==> config.mk <==
export PLATFORM = sky130hd
export DESIGN_NAME = hsf_fifo
export DESIGN_NICKNAME = d
export VERILOG_FILES = /design/src/rtl/hsf_pkg.sv /design/src/rtl/hsf_strobe_sync.sv /design/src/rtl/hsf_dpram.sv /design/src/rtl/hsf_wr_ctrl.sv /design/src/rtl/hsf_rd_ctrl.sv /design/src/rtl/hsf_fifo.sv
export SDC_FILE = /design/constraint.sdc
export NUM_CORES = 1
export LEC_CHECK = 0
export ABC_CLOCK_PERIOD_IN_PS = 4280
export BUFFER_PORTS_ARGS = -buffer_cell sky130_fd_sc_hd__buf_2
export CORE_UTILIZATION = 55
export CTS_BUF_LIST = sky130_fd_sc_hd__clkbuf_16
export CTS_CLUSTER_DIAMETER = 40
export DETAILED_ROUTE_END_ITERATION = 10
export PLACE_DENSITY = 0.7
export REMOVE_ABC_BUFFERS = 1
export SLEW_MARGIN = 0
export SYNTH_ARGS = -nofsm -noshare
export SYNTH_HDL_FRONTEND = slang
export SYNTH_SLANG_ARGS = --single-unit
==> constraint.sdc <==
create_clock -name clk -period 4.28 [get_ports clk]
set_input_delay 0.214 -clock clk [delete_from_list [all_inputs] [get_ports clk]]
set_output_delay 0.214 -clock clk [all_outputs]
set_load 0.1 [all_outputs]
==> src/rtl/hsf_pkg.sv <==
package hsf_pkg;
  // next index of a circular pointer over a storage of `depth` slots
  function automatic int unsigned wrap_inc(int unsigned idx, int unsigned depth);
    if (idx + 1 >= depth) return 0;
    return idx + 1;
  endfunction

  // occupancy after one clock with a write commit and/or a read commit
  function automatic int unsigned occ_step(int unsigned occ, logic up, logic down);
    int unsigned r;
    r = occ;
    if (up)   r = r + 1;
    if (down) r = r - 1;
    return r;
  endfunction
endpackage

==> src/rtl/hsf_strobe_sync.sv <==
module hsf_strobe_sync #(
  parameter int STAGES = 2
) (
  input  logic clk,
  input  logic rst_n,
  input  logic strobe_raw,
  output logic rise,
  output logic fall
);
  // sh[STAGES-1] is the synchronized level, sh[STAGES] its previous value
  logic [STAGES:0] sh;

  always_ff @(posedge clk) begin
    if (!rst_n) sh <= '0;
    else        sh <= {sh[STAGES-1:0], strobe_raw};
  end

  assign rise = sh[STAGES-1] & ~sh[STAGES];
  assign fall = ~sh[STAGES-1] & sh[STAGES];
endmodule

==> src/rtl/hsf_dpram.sv <==
module hsf_dpram #(
  parameter int W     = 5,
  parameter int DEPTH = 64,
  localparam int AW   = $clog2(DEPTH)
) (
  input  logic          clk,
  input  logic          we,
  input  logic [AW-1:0] waddr,
  input  logic [W-1:0]  wdata,
  input  logic [AW-1:0] raddr,
  output logic [W-1:0]  rdata
);
  logic [W-1:0] mem [DEPTH];

  always_ff @(posedge clk) begin
    if (we) mem[waddr] <= wdata;
  end

  assign rdata = mem[raddr];
endmodule

==> src/rtl/hsf_wr_ctrl.sv <==
module hsf_wr_ctrl #(
  parameter int DEPTH = 64,
  localparam int AW   = $clog2(DEPTH),
  localparam int CW   = $clog2(DEPTH + 1)
) (
  input  logic          clk,
  input  logic          rst_n,
  input  logic          si_rise,
  input  logic          si_fall,
  input  logic [CW-1:0] occ,
  input  logic [CW-1:0] occ_nxt,
  output logic          wr_accept,
  output logic          wr_commit,
  output logic [AW-1:0] wptr,
  output logic          in_ready
);
  logic busy;

  assign wr_accept = si_rise & in_ready;
  assign wr_commit = si_fall & busy;

  always_ff @(posedge clk) begin
    if (!rst_n) begin
      busy     <= 1'b0;
      wptr     <= '0;
      in_ready <= 1'b1;
    end else if (wr_accept) begin
      busy     <= 1'b1;
      in_ready <= 1'b0;
    end else if (wr_commit) begin
      busy     <= 1'b0;
      wptr     <= AW'(hsf_pkg::wrap_inc(32'(wptr), DEPTH));
      in_ready <= (occ_nxt < CW'(DEPTH));
    end else if (!in_ready && !busy && occ < CW'(DEPTH)) begin
      in_ready <= 1'b1;   // recovery from full, one clock after the slot frees
    end
  end

  // an accepted push always drops in_ready
  p_inrdy_drop_r2: assert property (@(posedge clk) disable iff (!rst_n)
    wr_accept |=> !in_ready);
  // a commit never pushes occupancy past capacity
  p_no_overflow_r7: assert property (@(posedge clk) disable iff (!rst_n)
    wr_commit |-> occ < CW'(DEPTH));
endmodule

==> src/rtl/hsf_rd_ctrl.sv <==
module hsf_rd_ctrl #(
  parameter int DEPTH = 64,
  localparam int AW   = $clog2(DEPTH),
  localparam int CW   = $clog2(DEPTH + 1)
) (
  input  logic          clk,
  input  logic          rst_n,
  input  logic          so_rise,
  input  logic          so_fall,
  input  logic [CW-1:0] occ,
  output logic          rd_accept,
  output logic          rd_commit,
  output logic          present,
  output logic [AW-1:0] rptr,
  output logic          out_ready
);
  logic busy;

  assign rd_accept = so_rise & out_ready;
  assign rd_commit = so_fall & busy;
  assign present   = !out_ready && !busy && (occ != '0);

  always_ff @(posedge clk) begin
    if (!rst_n) begin
      busy      <= 1'b0;
      rptr      <= '0;
      out_ready <= 1'b0;
    end else if (rd_accept) begin
      busy      <= 1'b1;
      out_ready <= 1'b0;
    end else if (rd_commit) begin
      busy      <= 1'b0;
      rptr      <= AW'(hsf_pkg::wrap_inc(32'(rptr), DEPTH));
    end else if (present) begin
      out_ready <= 1'b1;
    end
  end

  // a claimed read always drops out_ready
  p_ordy_drop_r4: assert property (@(posedge clk) disable iff (!rst_n)
    rd_accept |=> !out_ready);
  // a read never retires a word from an empty buffer
  p_no_underflow_r9: assert property (@(posedge clk) disable iff (!rst_n)
    rd_commit |-> occ != '0);
endmodule

==> src/rtl/hsf_fifo.sv <==
module hsf_fifo #(
  parameter int W       = 5,
  parameter int DEPTH   = 64,
  parameter int SYNC_FF = 2,
  localparam int AW     = $clog2(DEPTH),
  localparam int CW     = $clog2(DEPTH + 1)
) (
  input  logic         clk,
  input  logic         rst_n,
  input  logic         shift_in,
  input  logic [W-1:0] din,
  input  logic         shift_out,
  input  logic         oe,
  output logic         in_ready,
  output logic         out_ready,
  output logic [W-1:0] q_data,
  output logic         q_hiz
);
  // named internal events
  logic          si_rise, si_fall, so_rise, so_fall;
  logic          wr_accept, wr_commit, rd_accept, rd_commit, present;
  logic [AW-1:0] wptr, rptr;
  logic [CW-1:0] occ, occ_nxt;
  logic [W-1:0]  ram_q, q_reg;

  hsf_strobe_sync #(.STAGES(SYNC_FF)) u_si_sync (
    .clk(clk), .rst_n(rst_n), .strobe_raw(shift_in), .rise(si_rise), .fall(si_fall));

  hsf_strobe_sync #(.STAGES(SYNC_FF)) u_so_sync (
    .clk(clk), .rst_n(rst_n), .strobe_raw(shift_out), .rise(so_rise), .fall(so_fall));

  assign occ_nxt = CW'(hsf_pkg::occ_step(32'(occ), wr_commit, rd_commit));

  always_ff @(posedge clk) begin
    if (!rst_n) occ <= '0;
    else        occ <= occ_nxt;
  end

  hsf_wr_ctrl #(.DEPTH(DEPTH)) u_wr (
    .clk(clk), .rst_n(rst_n), .si_rise(si_rise), .si_fall(si_fall),
    .occ(occ), .occ_nxt(occ_nxt), .wr_accept(wr_accept), .wr_commit(wr_commit),
    .wptr(wptr), .in_ready(in_ready));

  hsf_rd_ctrl #(.DEPTH(DEPTH)) u_rd (
    .clk(clk), .rst_n(rst_n), .so_rise(so_rise), .so_fall(so_fall), .occ(occ),
    .rd_accept(rd_accept), .rd_commit(rd_commit), .present(present),
    .rptr(rptr), .out_ready(out_ready));

  hsf_dpram #(.W(W), .DEPTH(DEPTH)) u_ram (
    .clk(clk), .we(wr_accept), .waddr(wptr), .wdata(din),
    .raddr(rptr), .rdata(ram_q));

  // output register: only loads when a word is presented, so it holds the last one
  always_ff @(posedge clk) begin
    if (!rst_n)       q_reg <= '0;
    else if (present) q_reg <= ram_q;
  end

  assign q_hiz  = ~oe;
  assign q_data = oe ? q_reg : '0;

  // a commit into an empty buffer shows the word two sampled clocks later
  p_fallthru_r3: assert property (@(posedge clk) disable iff (!rst_n)
    (wr_commit && occ == '0) |-> ##2 out_ready);
  // with nothing held and nothing shown, the output register holds still
  p_last_word_hold_r6: assert property (@(posedge clk) disable iff (!rst_n)
    (!out_ready && occ == '0) |=> $stable(q_reg));
  // overlapped commits leave occupancy unchanged
  p_overlap_occ_r11: assert property (@(posedge clk) disable iff (!rst_n)
    (wr_commit && rd_commit) |=> $stable(occ));
endmodule

==> key figures <==
Status
  • Status: completed

Timing
  • Final Skew: 18.12 ps
  • WHS: 93.82 ps
  • Worst slew pin tran: 1147 ps
  • Final hold vios: 0
  • F_max: 0.3741 GHz
  • Setup WS post-layout: 1607 ps
  • Slew Viols, Final: 0
  • RSZ-0062 raised after global routing: no
  • Final setup fails: 0
  • Final Critical Period: 2673 ps
  • Final period util: 62.46%
  • Slew headroom: 23.55%

Route
  • DRT Pass-1 Iters: 7
  • DRC: 0
  • Antenna viol nets, final: 0
  • Post-Route WL: 30,600 um
  • Vias/cell: 6.125
  • DR WL/cell: 23.91 um
  • Vias post-DR: 7,840
  • Starting DRT DRC Count: 763

Pwr
  • Peak supply drop: 0.0003289 V
  • Leak pwr: 4.923 nW
  • PwrDens: 462.4 nW/um^2

Floorplan
  • Effective utilization at floorplan: 56.50%
  • Core footprint: 25,330 sq um
  • Die Height: 163.3 um
  • I/O pin cnt: 18
  • Chip Width: 163.3 um
  • Num rows: 58
  • DIE AREA: 26,670 sq um

Cells and area
  • Max reg flops: 320
  • Most flop-heavy register: u_ram.mem
  • Final #Nets: 933
  • Synth-to-layout area growth: 12.85%
  • Biggest regs: u_ram.mem x320, occ x7
  • Layout cells sized above 1: 13.47%
  • Antenna diodes: 0

Synth
  • Dominant synthesized flop cell: edfxtp_1
  • Distinct cells, synth: 49
  • Synth Register Bits: 354
  • Syn Inst Count: 888
  • Number of synthesized flops with an enable pin: 320
  • Syn Std Cell Area: 14,310 sq um
  • Post-synthesis sequential area ratio: 71.91%
  • Ys Warns: 0
  • Synth Area per Inst: 16.11 sq um
  • Ys async rst share: 0%

Global routing
  • Global-route wire length before repair: 46,920 um
  • Initial antenna violation count: 0
  • Vias in the first global route: 7,793
  • GR Util All Layers: 24.00%
  • GRT overflow: 0
  • Largest net degree at the start of global routing: 65

Critical path
  • Crit start category: flop
  • Worst EP required: 4710 ps
  • Cell depth of the worst flop-to-flop path: 6
  • Worst Path Max Fanout: 36
  • CP Capture Type: flop
  • Critical path class: flop to flop
  • Arrival time at the worst endpoint: 3100 ps

Place
  • Dpl ws: 1600 ps
  • GP Congestion: 0.8631
  • Hpwl dp: 19,030 um
  • PortBufs: 17

Job
  • Max-cap viol count: 0

Clocking
  • Root Buffer: clkbuf_16
  • Num CTS Buffers: 43
  • Htree depth: 2
  • CTS Sinks: 354
  • Later-pin clock latency in the skew report: 530 ps
  • CTS max path bufs: 3
  • CTS tree: yes
  • Clk slew on worst S/H paths: 60 ps

Min path
  • Tightest Hold Check Type: input port to flop
  • WHS Path Cells: 2
==> routing by layer <==
metal	wire length, um	track usage, %	share of wire [%]
met5	0	0	0
met4	787	8.284	2.6
met3	2000	4.342	6.5
met2	14800	38.67	48
met1	13020	33.02	43
==> stage by stage <==
| step | TNS [ps] | power, W | instances | area [sq um] | utilization, % |
|---|---|---|---|---|---|
| after CTS | 0 | 0.007504 | 1280 | 16150 | 63.76 |
| after global placement | 0 | 0.003927 | 1201 | 14690 | 57.98 |
| after detailed placement | 0 | 0.003931 | 1201 | 14690 | 57.98 |
| after global routing | 0 | 0.007648 | 1280 | 16150 | 63.76 |
| after floorplan | -20130 | 0.003865 | 840 | 14070 | - |
| final | 0 | 0.007467 | 1280 | 16150 | 63.76 |
==> kinds of logic (layout without fill, tap and decap cells) <==
| logic type | count (synthesis) | count (layout) | share of synthesized area, % |
|---|---|---|---|
| flip-flops | 354 | 354 | 71.91 |
| AND/OR/NAND/NOR | 214 | 214 | 7.188 |
| multiplexers | 143 | 143 | 12.45 |
| AO/OA/AOI/OAI | 101 | 101 | 5.220 |
| buffers and inverters | 57 | 119 | 1.932 |
| XOR/XNOR | 14 | 14 | 0.8570 |
| adder cells (fa/ha/maj) | 5 | 5 | 0.4372 |
==> where the power goes <==
group          switching [W]  total [W]  internal, W  leakage (nW)
registers         0.00000277    0.00377      0.00377          3.15
logic              0.0000716  0.0000845    0.0000129          1.06
clock network        0.00139    0.00361      0.00222         0.713
==> critical path, stage by stage, from the launching register on <==
cell     delay, ps
dfxtp_4        770
buf_4          370
mux4_2         550
a22oi_1        200
o31a_1         230
nand4_1        150
a22o_1         250
==> final timing paths <==
check / startpoint / to / slack (ps)
setup / recovery: u_rd.rptr[0] / q_reg[4] / 1610
hold / removal: rst_n / u_rd.out_ready / 90
setup reg to reg: u_rd.rptr[0] / q_reg[4] / 1610
hold reg to reg: u_so_sync.sh[0] / u_so_sync.sh[1] / 440
==> placed cells by master, fill, tap and decap left out, types with 7 or more instances in the layout <==
cell type,count
nand3_1,31
a22oi_1,56
and2_1,15
nor3_1,9
nor2_1,91
mux2i_1,115
nand2_1,23
clkbuf_16,45
clkinvlp_4,7
buf_4,13
xor2_1,8
dfxtp_1,33
nor2b_1,7
a21oi_1,7
inv_1,16
mux4_2,28
edfxtp_1,320
nand4_1,14
buf_2,17
==> cell type report <==
type	instances	area [sq um]
inverter	9	33.78
sequential	354	10290
fill	1816	9179
clock inverter	32	316.6
timing repair buffer	33	222.7
tap	330	412.9
multi-input combinational	477	3742
clock buffer	45	1126
==> cell usage after synthesis (2+ instances only) <==
cell type | instances | area share [%]
a21oi_1 | 7 | 0.24
a22oi_1 | 56 | 2.9
dfxtp_1 | 34 | 4.8
buf_1 | 2 | 0.052
xor2_1 | 8 | 0.49
o21a_1 | 3 | 0.16
buf_4 | 11 | 0.58
or3_1 | 2 | 0.087
and2_1 | 15 | 0.66
edfxtp_1 | 320 | 67
nand2_1 | 23 | 0.60
xnor2_1 | 6 | 0.37
a22o_1 | 4 | 0.24
mux4_2 | 28 | 4.4
buf_6 | 2 | 0.16
and3b_1 | 3 | 0.18
inv_1 | 8 | 0.21
o211a_1 | 2 | 0.14
nand3b_1 | 3 | 0.16
o31a_1 | 4 | 0.24
nor3b_1 | 4 | 0.21
ha_1 | 5 | 0.44
nand3_1 | 31 | 1.1
mux2i_1 | 115 | 8.0
or2_2 | 2 | 0.087
clkbuf_1 | 28 | 0.73
and3_1 | 5 | 0.22
buf_2 | 5 | 0.17
nand4_1 | 14 | 0.61
nor2_1 | 91 | 2.4
nor3_1 | 9 | 0.31
a31oi_1 | 6 | 0.26
nor2b_1 | 7 | 0.31
o21ai_0 | 6 | 0.21
a41oi_1 | 4 | 0.24
a311oi_1 | 2 | 0.12
==> timing repair <==
item                      in CTS  in global routing
hold endpoints to repair       2                  0
buffers inserted               0                  0
resized for setup              0                  0
hold buffers                   2                  0
No activity file was read; power rests on OpenSTA's default activity.
